**src/rtl/spi_irq_pkg.sv**
```systemverilog
package spi_irq_pkg;
  localparam int STAT_W = 5;
  localparam int INT_W  = 5;
  localparam int CLR_W  = 4;

  // status bit positions
  localparam int ST_BUSY    = 0;
  localparam int ST_TXFULL  = 1;
  localparam int ST_TXEMPTY = 2;
  localparam int ST_RXEMPTY = 3;
  localparam int ST_RXFULL  = 4;

  // interrupt bit positions
  localparam int IT_TXLOW = 0;
  localparam int IT_TXOVF = 1;
  localparam int IT_RXUNF = 2;
  localparam int IT_RXOVF = 3;
  localparam int IT_RXHIT = 4;

  // clear register bit positions
  localparam int CL_ALL   = 0;
  localparam int CL_RXUNF = 1;
  localparam int CL_RXOVF = 2;
  localparam int CL_TXOVF = 3;

  localparam int STICKY_N = 3;

  typedef struct packed {
    logic txFull;
    logic txEmpty;
    logic rxFull;
    logic rxEmpty;
  } fifoFlags_t;

  // strobes from control to datapath, one set/clear pair per sticky source
  typedef struct packed {
    logic [STICKY_N-1:0] setEv;  // [0]=tx ovf, [1]=rx unf, [2]=rx ovf
    logic [STICKY_N-1:0] clrEv;
  } stickyCmd_t;
endpackage

```
**src/rtl/spi_irq_ctrl.sv**
```systemverilog
module spi_irq_ctrl
  import spi_irq_pkg::*;
#(
  parameter int FIFO_DEPTH = 8,
  parameter int LVL_W = $clog2(FIFO_DEPTH + 1)
) (
  input  logic               ctrlEnable,
  input  logic [LVL_W-1:0]   txLevel,
  input  logic [LVL_W-1:0]   rxLevel,
  input  logic               txPushReq,
  input  logic               rxPushReq,
  input  logic               rxPopReq,
  input  logic               clrWrite,
  input  logic [CLR_W-1:0]   clrData,
  output fifoFlags_t         flags,
  output stickyCmd_t         cmd,
  output logic               txPushOk,
  output logic               rxPushOk,
  output logic               rxPopOk,
  output logic               fifoFlush
);
  localparam logic [LVL_W-1:0] FULL_LVL = LVL_W'(FIFO_DEPTH);

  logic clrAll;

  always_comb begin
    flags.txFull  = (txLevel == FULL_LVL);
    flags.txEmpty = (txLevel == '0);
    flags.rxFull  = (rxLevel == FULL_LVL);
    flags.rxEmpty = (rxLevel == '0);
  end

  // strobe gating: refuse anything that would over- or underflow
  always_comb begin
    fifoFlush = ~ctrlEnable;
    txPushOk  = ctrlEnable & txPushReq & ~flags.txFull;
    rxPushOk  = ctrlEnable & rxPushReq & ~flags.rxFull;
    rxPopOk   = ctrlEnable & rxPopReq  & ~flags.rxEmpty;
  end

  // error events and clear decode
  always_comb begin
    clrAll       = clrWrite & clrData[CL_ALL];
    cmd.setEv[0] = ctrlEnable & txPushReq & flags.txFull;
    cmd.setEv[1] = ctrlEnable & rxPopReq  & flags.rxEmpty;
    cmd.setEv[2] = ctrlEnable & rxPushReq & flags.rxFull;
    cmd.clrEv[0] = clrAll | (clrWrite & clrData[CL_TXOVF]);
    cmd.clrEv[1] = clrAll | (clrWrite & clrData[CL_RXUNF]);
    cmd.clrEv[2] = clrAll | (clrWrite & clrData[CL_RXOVF]);
  end
endmodule

```
**src/rtl/spi_irq_datapath.sv**
```systemverilog
module spi_irq_datapath
  import spi_irq_pkg::*;
#(
  parameter int LVL_W = 4
) (
  input  logic              clk,
  input  logic              rstN,
  input  logic              ctrlEnable,
  input  logic              engineBusy,
  input  logic [LVL_W-1:0]  txLevel,
  input  logic [LVL_W-1:0]  rxLevel,
  input  logic [LVL_W-1:0]  txThresh,
  input  logic [LVL_W-1:0]  rxThresh,
  input  logic [INT_W-1:0]  intMask,
  input  fifoFlags_t        flags,
  input  stickyCmd_t        cmd,
  output logic [STAT_W-1:0] statusWord,
  output logic [INT_W-1:0]  rawInt,
  output logic [INT_W-1:0]  maskedInt,
  output logic              irqOut
);
  // map sticky index to interrupt bit position
  localparam int STICKY_POS [STICKY_N] = '{IT_TXOVF, IT_RXUNF, IT_RXOVF};

  logic [STAT_W-1:0]   statusQ;
  logic                txLowQ;
  logic                rxHitQ;
  logic [STICKY_N-1:0] stickyQ;

  // level-derived state, refreshed every edge
  always_ff @(posedge clk or negedge rstN) begin
    if (!rstN) begin
      statusQ <= '0;
      txLowQ  <= 1'b0;
      rxHitQ  <= 1'b0;
    end else begin
      statusQ[ST_BUSY]    <= ctrlEnable & (engineBusy | ~flags.txEmpty);
      statusQ[ST_TXFULL]  <= flags.txFull;
      statusQ[ST_TXEMPTY] <= flags.txEmpty;
      statusQ[ST_RXEMPTY] <= flags.rxEmpty;
      statusQ[ST_RXFULL]  <= flags.rxFull;
      txLowQ              <= (txLevel <= txThresh);
      rxHitQ              <= (rxLevel > rxThresh);
    end
  end

  // sticky error bits: a new event wins over a clear in the same cycle
  for (genvar g = 0; g < STICKY_N; g++) begin : gSticky
    always_ff @(posedge clk or negedge rstN) begin
      if (!rstN)
        stickyQ[g] <= 1'b0;
      else if (cmd.setEv[g])
        stickyQ[g] <= 1'b1;
      else if (cmd.clrEv[g])
        stickyQ[g] <= 1'b0;
    end
  end

  always_comb begin
    rawInt           = '0;
    rawInt[IT_TXLOW] = txLowQ;
    rawInt[IT_RXHIT] = rxHitQ;
    for (int k = 0; k < STICKY_N; k++)
      rawInt[STICKY_POS[k]] = stickyQ[k];
  end

  assign statusWord = statusQ;
  assign maskedInt  = rawInt & intMask;
  assign irqOut     = |maskedInt;
endmodule

```
**src/rtl/spi_irq_status.sv**
```systemverilog
module spi_irq_status
  import spi_irq_pkg::*;
#(
  parameter int FIFO_DEPTH = 8,
  localparam int LVL_W = $clog2(FIFO_DEPTH + 1)
) (
  input  logic              clk,
  input  logic              rstN,
  input  logic              ctrlEnable,
  input  logic              engineBusy,
  input  logic [LVL_W-1:0]  txLevel,
  input  logic [LVL_W-1:0]  rxLevel,
  input  logic              txPushReq,
  input  logic              rxPushReq,
  input  logic              rxPopReq,
  input  logic [LVL_W-1:0]  txThresh,
  input  logic [LVL_W-1:0]  rxThresh,
  input  logic [4:0]        intMask,
  input  logic              clrWrite,
  input  logic [3:0]        clrData,
  output logic              txPushOk,
  output logic              rxPushOk,
  output logic              rxPopOk,
  output logic              fifoFlush,
  output logic [4:0]        statusWord,
  output logic [4:0]        rawInt,
  output logic [4:0]        maskedInt,
  output logic              irqOut
);
  fifoFlags_t flags;
  stickyCmd_t cmd;

  spi_irq_ctrl #(.FIFO_DEPTH(FIFO_DEPTH), .LVL_W(LVL_W)) uCtrl (
    .ctrlEnable(ctrlEnable), .txLevel(txLevel), .rxLevel(rxLevel),
    .txPushReq(txPushReq), .rxPushReq(rxPushReq), .rxPopReq(rxPopReq),
    .clrWrite(clrWrite), .clrData(clrData), .flags(flags), .cmd(cmd),
    .txPushOk(txPushOk), .rxPushOk(rxPushOk), .rxPopOk(rxPopOk),
    .fifoFlush(fifoFlush)
  );

  spi_irq_datapath #(.LVL_W(LVL_W)) uData (
    .clk(clk), .rstN(rstN), .ctrlEnable(ctrlEnable), .engineBusy(engineBusy),
    .txLevel(txLevel), .rxLevel(rxLevel), .txThresh(txThresh),
    .rxThresh(rxThresh), .intMask(intMask), .flags(flags), .cmd(cmd),
    .statusWord(statusWord), .rawInt(rawInt), .maskedInt(maskedInt),
    .irqOut(irqOut)
  );
endmodule

```
**config.mk**
```make
export PLATFORM = sky130hd
export DESIGN_NAME = spi_irq_status
export DESIGN_NICKNAME = d
export VERILOG_FILES = /design/src/rtl/spi_irq_pkg.sv /design/src/rtl/spi_irq_ctrl.sv /design/src/rtl/spi_irq_datapath.sv /design/src/rtl/spi_irq_status.sv
export SDC_FILE = /design/constraint.sdc
export NUM_CORES = 1
export LEC_CHECK = 0
export BUFFER_PORTS_ARGS = -buffer_cell sky130_fd_sc_hd__buf_4
export CAP_MARGIN = 20
export CORE_ASPECT_RATIO = 1.2
export CORE_MARGIN = 2
export CORE_UTILIZATION = 30
export CTS_BUF_LIST = sky130_fd_sc_hd__clkbuf_4 sky130_fd_sc_hd__clkbuf_8
export CTS_CLUSTER_DIAMETER = 80
export DETAILED_ROUTE_END_ITERATION = 7
export GPL_ROUTABILITY_DRIVEN = 0
export PLACE_DENSITY = 0.62
export SLEW_MARGIN = 10
export SYNTH_ARGS = -nofsm -noshare
export SYNTH_HDL_FRONTEND = slang
export SYNTH_SLANG_ARGS = --single-unit
```
**constraint.sdc**
```tcl
create_clock -name clk -period 3.53 [get_ports clk]
set_input_delay 0.706 -clock clk [delete_from_list [all_inputs] [get_ports clk]]
set_output_delay 0.706 -clock clk [all_outputs]
set_load 0.02 [all_outputs]
```
==> metrics, run 1 <==
Post-Synth XOR/XNOR Area=0; # IOs=53; min Tclk post-route=2.436 ns; Initial Util=0.3148; Post-synth EDFFs=0; power per cell area=305.7 mW/mm²; Wirelength per Cell=11.92 µm; synthesized instance count=65; CTS Hold Bufs=0; Worst Setup EP=irqOut; Max FO, Critical Path=2; mapped cell area=638.1 µm²; Die Area=0.002513 mm²; Synth Area in Adders=0.1569; n_diodes=0; die width=46.10 µm; total CTS buffers=3; count of pins over their slew limit=0; largest family of logic cells by synthesized area=simple AND/OR/NAND/NOR gates; core area=0.002027 mm²; R2R depth=1; grt total ovfl=0; Synth Flop Type=dfrtp_1; clock latency on the worst-skew pair=0.26 ns; Clock transition at path regs=0.06 ns; worst hold path class=in -> async; register area share after synthesis=0.3922; Syn. warnings=0; Power Total=0.3285 mW; RSZ-0062 raised after global routing=no; nets@finish=161; RR Startpoint=uData.rawInt[1]; CP Class=in -> out; Yosys top cell area share=0.3922; maxcap violations=0; pin count of the biggest net entering global routing=11; first-pass GRT wire length=2.518 mm; reg-to-reg critical path endpoint=uData.rawInt[1]; Setup Buffers After CTS=0; main area contributors after synthesis=dfrtp_1 39%, ha_1 16%, inv_1 5.9%; multiplexer area fraction after synthesis=0; H-tree depth=1; asr flop ratio synth=1.000; Gates resized, CTS repair=0; Mapped Nets=106; Slew @ Worst Pin=0.3503 ns; post-layout instance area=0.001075 mm²; share of post-route cells with drive strength above 1=0.5042; post-route insts no fill=139; Fillers=210; number of global-route vias before repair=606; Compound-Gate Fraction of Synth Area=0.1373; Final Core Density=0.5302; # port buffers=52; DR pass1 iterations=4; outcome=completed; worst setup path start=intMask[1]; Crit-path slowest cell=or4_1; CTS Root Cell=clkbuf_4; Antenna Nets Post-Route=0; most used cell along the critical path=buf_4; vias=677; relative slew slack=0.7643; reg2reg setup slack=2.82 ns; Cell variety after synth=20; Initial DRC Count=4; initial antenna violation count=0; setup TNS=0 ns; drt via density=4.871; fin crit share=0.6902; synthesis-to-finish area growth=68.43%; Leak=0.6169 nW; largest stage delay on the critical path=0.40 ns; area leader, netlist=dfrtp_1; clk sinks=10; # DRC=0; type of origin of the critical path=input port; skew final=0 ns; simple-gate share of the synthesized area=0.2314; # rows=18; Final Hold Viols=0; chip height=54.52 µm; achievable frequency=0.4104 GHz; CP cell instances=buf_4 -> and2_1 -> or2_1 -> or4_1 -> buf_4; worst vdd ir=140.3 µV; CTS tree=yes; Placed Instances=135; setup violators final=0; DRT Wirelength=1.657 mm; FF+latch count, synth=10; syn_area_per_cell=9.817 µm²; Total Routing Usage GR=0.1400; DPL Wire Length=1.505 mm; deepest clock path buffer count=2; Required @ worst endpoint=2.82 ns; WP data arrival=1.73 ns; commonest cells in the netlist=10 x dfrtp_1, 10 x inv_1, 8 x ha_1; kind of end point of the critical path=output port; Placement Cell Area=0.001039 mm²
-- report_power, final --
| group | switching (mW) | internal, mW | total (mW) |
|---|---|---|---|
| combinational | 0.0492 | 0.0557 | 0.105 |
| clock | 0.0375 | 0.0626 | 0.100 |
| sequential | 0.00280 | 0.121 | 0.123 |
| total | 0.0896 | 0.239 | 0.329 |
-- metal layers --
metal,GRT usage,share of wire,vias to the layer above
li1,-,-,335
met1,0.1619,0.38,301
met2,0.2338,0.48,39
met3,0.03630,0.12,2
met4,0.07143,0.011,0
met5,0,0,-
-- final cells by class --
class                           count  area [µm²]  area share
Multi-Input combinational cell     43       335.3      0.3120
Tap cell                           20       25.02     0.02328
Clock buffer                        4       36.28     0.03376
Inverter                           10       37.54     0.03492
Sequential cell                    10       250.2      0.2328
Timing Repair Buffer               52       390.4      0.3632
-- worst min path at each step --
stage,slack [ns],to,depth (start not counted),start
detailed placement,0.50,uData.rawInt[3],1,uData.rawInt[3]
finish,0.25,uData.statusWord[1],1,rstN
global route,0.25,uData.statusWord[1],1,rstN
floorplan,0.41,uData.rawInt[1],0,rstN
CTS,0.25,uData.statusWord[1],1,rstN
global placement,0.50,uData.rawInt[3],1,uData.rawInt[3]
-- stage by stage --
| stage | hold WS, ns | setup slack (ns) |
|---|---|---|
| floorplan | 0.4104 | 1.176 |
| global placement | 0.5040 | 1.107 |
| detailed placement | 0.4981 | 1.085 |
| CTS | 0.2471 | 1.083 |
| global route | 0.2472 | 1.066 |
| finish | 0.2531 | 1.094 |
-- layout by cell type (no fill, tap or decap), types with 3 or more instances in the layout --
cell and n:
nand2_1 3, buf_4 52, ha_1 8, dfrtp_1 10, clkbuf_4 3, inv_1 10, and2_1 4, o21ai_0 6
nor2_1 4, a32o_1 3
-- kinds of logic after synthesis --
group	after synthesis
AO/OA/AOI/OAI	13
adder cells (fa/ha/maj)	8
buffers and inverters	12
flip-flops	10
AND/OR/NAND/NOR	22
-- registers in the layout, summed over array words and instances, names as in the netlist --
signal / count
uData.rawInt: 3
uData.statusWord: 5
uData.rxHitQ: 1
uData.txLowQ: 1
-- critical path, delay by kind of cell --
family	cells	cell delay (ns)
simple gates	3	0.75
buf+inv	2	0.28
(Power assumes the default switching activity.)
==> inputs of run 2 (changes only) <==
Settings changed: ABC_AREA from default to 1, PLACE_DENSITY 0.62 to 0.6.
Clock period 3.53 ns to 2.5 ns, I/O delays scaled along.
==> run 2 against run 1 <==
Net effect: non-clock buffer count unchanged; first-iteration DRC count down 50%; via count up 10%; cell area up 5.5%; clock power up 40%; die area up 6.7%; routed wire length down 0.36%; combinational power up 42%; cell count up 28%; worst setup slack worse by 0.19 ns; power up 41%; area after synthesis up 7.3%; largest cell class unchanged; highest routed layer unchanged.
==> metrics, run 2 <==
commonest non-fill, non-tap cell in the layout=buf_4; Crit-path slowest cell=buf_4; # IOs=53; most frequent cells in the layout=52 x buf_4, 23 x inv_1, 23 x nand2_1, 10 x dfrtp_1, 8 x ha_1; Antenna Nets Post-Route=0; Yosys top cell area share=0.3656; deepest clock path buffer count=2; mapped cell area=684.4 µm²; # DRC=0; power per cell area=408.5 mW/mm²; setup slack after placement=0.9074 ns; register area share after synthesis=0.3656; nets@finish=190; setup violators final=0; Setup Buffers After CTS=0; area leader, netlist=dfrtp_1; clock latency on the worst-skew pair=0.25 ns; Buf+Inv Stages, Crit Path=3; CP Class=in -> out; Synth Flop Type=dfrtp_1; worst vdd ir=215.3 µV; DR pass1 iterations=3; Slew @ Worst Pin=0.2363 ns; n_diodes=0; # port buffers=52; skew final=0 ns; kind of end point of the critical path=output port; Cell variety after synth=16; achievable frequency=0.6277 GHz; commonest cells in the netlist=23 x inv_1, 23 x nand2_1, 10 x dfrtp_1; first-pass GRT wire length=2.456 mm; share of post-route cells with drive strength above 1=0.4257; outcome=completed; core area=0.002117 mm²; chip height=56.32 µm; Die Area=0.002681 mm²; Final Worst Setup Slack=0.9069 ns; number of global-route vias before repair=646; setup TNS=0 ns; Mapped Nets=135; Required @ worst endpoint=2.00 ns; relative slew slack=0.8410; CTS Root Cell=clkbuf_4; total CTS buffers=3; vias=748; RSZ-0062 raised after global routing=no; Gates resized, CTS repair=0; maxcap violations=0; drt via density=4.202; Initial DRC Count=2; FF+latch count, synth=10; initial antenna violation count=0; main area contributors after synthesis=dfrtp_1 37%, ha_1 15%, inv_1 13%; Post-synth EDFFs=0; WP data arrival=1.09 ns; asr flop ratio synth=1.000; Max FO, Critical Path=3; min Tclk post-route=1.593 ns; Crit path max-delay family=buffers and inverters; Initial Util=0.3233; type of origin of the critical path=input port; # rows=18; grt total ovfl=0; die width=47.60 µm; DRT Wirelength=1.651 mm; Wirelength per Cell=9.275 µm; DPL Wire Length=1.502 mm; Total Routing Usage GR=0.1254; clk sinks=10; largest stage delay on the critical path=0.15 ns; count of pins over their slew limit=0; Clock transition at path regs=0.06 ns; Syn. warnings=0; worst hold path class=in -> async; CTS Hold Bufs=0; pin count of the biggest net entering global routing=11; synthesis-to-finish area growth=65.63%; Final Hold Viols=0; syn_area_per_cell=7.281 µm²; CTS tree=yes; synthesized instance count=94; most used cell along the critical path=buf_4; H-tree depth=1; Leak=0.7299 nW; fin crit share=0.6373; CP cell instances=buf_4 -> nor2_2 -> nand3_2 -> inv_2 -> nor2_1 -> buf_4; max reg flops=5
run 2: cell types whose count changed in the layout (fill, tap and decap cells not counted), moves of 3 or more:
cell | before | now
a32o_1 | 3 | 0
nand2_1 | 3 | 23
inv_2 | 0 | 3
inv_1 | 10 | 23
and2_1 | 4 | 0
nand3_1 | 0 | 7
o21ai_0 | 6 | 0
run 2: area by class of cell:
| type | instances | area [µm²] |
|---|---|---|
| multi-input cells | 56 | 321.6 |
| well taps | 30 | 37.54 |
| fillers | 217 | 983.4 |
| inverters | 26 | 97.59 |
| clock buffers | 4 | 36.28 |
| flip-flops and latches | 10 | 250.2 |
| repair buffers | 52 | 390.4 |
run 2: routing by layer:
metal	vias to the layer above	global-route usage	part of all wire
met5	-	0	0
met4	0	0.08108	0.016
met3	2	0.01929	0.10
met2	40	0.2085	0.48
met1	315	0.1383	0.40
li1	391	-	-
run 2: cells by family after synthesis:
logic type / after synthesis / synth area share
and+or+nand+nor: 41 / 0.2633
AOI/OAI and AO/OA: 7 / 0.06033
buffers and inverters: 28 / 0.1645
DFF: 10 / 0.3656
adders and majority gates: 8 / 0.1463
run 2: metrics by stage:
step | cells | total power, mW | utilization | hold slack, ns | cell area, µm²
5_1_grt | 178 | 0.4927 | 0.5355 | 0.05587 | 1134
2_1_floorplan | 94 | 0.2508 | - | 0.2044 | 684.4
4_1_cts | 178 | 0.4729 | 0.5355 | 0.04901 | 1134
3_5_place_dp | 174 | 0.3292 | 0.5183 | 0.3334 | 1097
3_3_place_gp | 174 | 0.3260 | 0.5183 | 0.3323 | 1097
6_report | 178 | 0.4631 | 0.5355 | 0.05489 | 1134
run 2: worst paths after layout:
kind	from	end	slack, ns	depth (start not counted)
hold reg to reg	uData.rawInt[1]	uData.rawInt[1]	0.56	2
setup / recovery	txLevel[0]	txPushOk	0.91	6
setup reg to reg	uData.rawInt[3]	uData.rawInt[3]	1.84	2
min in group clk	txLevel[0]	uData.statusWord[2]	0.42	2
max in group asynchronous	rstN	uData.statusWord[4]	2.31	1
hold / removal	rstN	uData.statusWord[2]	0.05	1
run 2: report_power, final:
| group | internal [mW] | switching (mW) |
|---|---|---|
| clock network | 0.0883 | 0.0514 |
| logic | 0.0754 | 0.0739 |
| registers | 0.170 | 0.00400 |
run 2: worst register-to-register path, cell delays in order, from the launching register on:
cell and delay (ns):
dfrtp_1 0.39, nand3_1 0.09, o21ai_1 0.06
==> inputs of run 3 (changes only) <==
Settings changed: ABC_AREA 1 to 0, PLACE_DENSITY 0.6 to 0.62.
Clock period 2.5 ns to 1.5 ns, I/O delays scaled along.
==> run 3 against run 2 <==
Net effect: global-route usage is 2.0 points higher; worst setup slack worse by 1.3 ns; critical path type is now reg -> out; count of clock-buffer cells in the layout stayed put; the flow now finishes with violations (negative setup slack); critical endpoint is now irqOut.
==> metrics, run 3 (synthesized netlist as in run 1, its figures left out) <==
fin crit share=1.230; Final Core Density=0.5599; Slew @ Worst Pin=0.3404 ns; Max FO, Critical Path=2; Die Area=0.002513 mm²; # rows=18; hold slack=0.2218 ns; chip height=54.52 µm; CTS Root Cell=clkbuf_4; Placement Cell Area=0.001091 mm²; setup violators final=1; CP cell instances=and2_4 -> or2_1 -> or4_4 -> buf_6; Required @ worst endpoint=1.20 ns; DR pass1 iterations=4; synthesis-to-finish area growth=77.84%; R2R depth=2; worst hold path class=in -> reg; # port buffers=52; Crit path max-delay family=simple AND/OR/NAND/NOR gates; DPL Wire Length=1.533 mm; count of pins over their slew limit=0; reg2reg setup slack=0.65 ns; Total Routing Usage GR=0.1449; largest stage delay on the critical path=0.41 ns; H-tree depth=1; maxcap violations=0; kind of end point of the critical path=output port; power per cell area=665.7 mW/mm²; type of origin of the critical path=register; post-layout instance area=0.001135 mm²; Antenna Nets Post-Route=0; core area=0.002027 mm²; vias=694; deepest clock path buffer count=2; RSZ-0062 raised after global routing=yes; Leak=0.6520 nW; # DRC=0; nets@finish=168; skew final=0 ns; Setup Buffers After CTS=0; die width=46.10 µm; Final Hold Viols=0; max reg flops=5; pin count of the biggest net entering global routing=11; stages on the worst setup path=4; CP Class=reg -> out; WP data arrival=1.55 ns; # IOs=53; share of post-route cells with drive strength above 1=0.5476; min Tclk post-route=1.846 ns; Buf+Inv Stages, Crit Path=1; total CTS buffers=3; achievable frequency=0.5418 GHz; post-route insts no fill=146; most frequent cells in the layout=57 x buf_4, 10 x inv_1, 9 x dfrtp_1, 8 x ha_1, 6 x o21ai_0; outcome=finished with violations; Final Worst Setup Slack=-0.3456 ns; initial antenna violation count=0; Fillers=207; first-pass GRT wire length=2.615 mm; failing checks=negative setup slack; DRT Wirelength=1.719 mm; Initial Util=0.3148; worst vdd ir=315.8 µV; n_diodes=0; relative slew slack=0.7709; grt total ovfl=0; Initial DRC Count=9; Wirelength per Cell=11.77 µm; clk sinks=10; Placed Instances=141; commonest non-fill, non-tap cell in the layout=buf_4; CTS tree=yes; Crit-path slowest cell=or4_4; drt via density=4.753; Hold Crit Depth=2; clock latency on the worst-skew pair=0.26 ns; Clock transition at path regs=0.06 ns; number of global-route vias before repair=638
run 3: changes by cell type in the layout (fill, tap and decap cells not counted), sizes merged, moves of 4 or more:
cell / change
nand2: -20
nand3: -8
inv: -16
and2: +5
nor2: -4
buf: +6
run 3: final timing paths:
check,start,endpoint
worst max-delay path,uData.rxHitQ,irqOut
worst min-delay path,txLevel[3],uData.statusWord[2]
worst max register to register,uData.rawInt[1],uData.rawInt[1]
worst min register to register,uData.rawInt[3],uData.rawInt[3]
max in group asynchronous,rstN,uData.rawInt[1]
min in group asynchronous,rstN,uData.statusWord[1]
run 3: cell type report:
type	count	area [µm²]	area share
Tap cell	20	25.02	0.02205
Timing Repair Buffer	59	449.2	0.3958
Clock buffer	4	30.03	0.02646
Inverter	10	37.54	0.03308
Sequential cell	10	251.5	0.2216
Multi-Input combinational cell	43	341.6	0.3010
run 3: where the power goes:
group / leakage (nW) / internal (mW) / switching, mW
Sequential: 0.130 / 0.284 / 0.00620
Combinational: 0.504 / 0.144 / 0.121
Clock: 0.0184 / 0.120 / 0.0797
run 3: worst reg2reg max path, cell delays in order, from the launching register on:
cell     delay, ns
dfrtp_2       0.40
buf_4         0.13
a32o_1        0.21
run 3: metrics by stage:
| step | power (mW) | TNS, ns | setup slack, ns |
|---|---|---|---|
| 2_1_floorplan | 0.4168 | -0.06756 | -0.06756 |
| 3_3_place_gp | 0.5517 | -0.1130 | -0.1130 |
| 3_5_place_dp | 0.5579 | -0.1210 | -0.1210 |
| 4_1_cts | 0.7687 | -0.3538 | -0.3538 |
| 5_1_grt | 0.8044 | -0.3862 | -0.3862 |
| 6_report | 0.7554 | -0.3456 | -0.3456 |
run 3: per-layer routing:
layer  track usage  wire [µm]
met4       0.08571         27
met2        0.2569        947
met1        0.1728        635
met5             0          0
met3             0        108
run 3: what timing repair did:
action,4_1_cts,5_1_grt
setup endpoints to repair,1,1
hold endpoints to repair,10,0
gates cloned,0,0
gates resized for setup,1,0
hold buffers,1,0
pin swaps,1,0
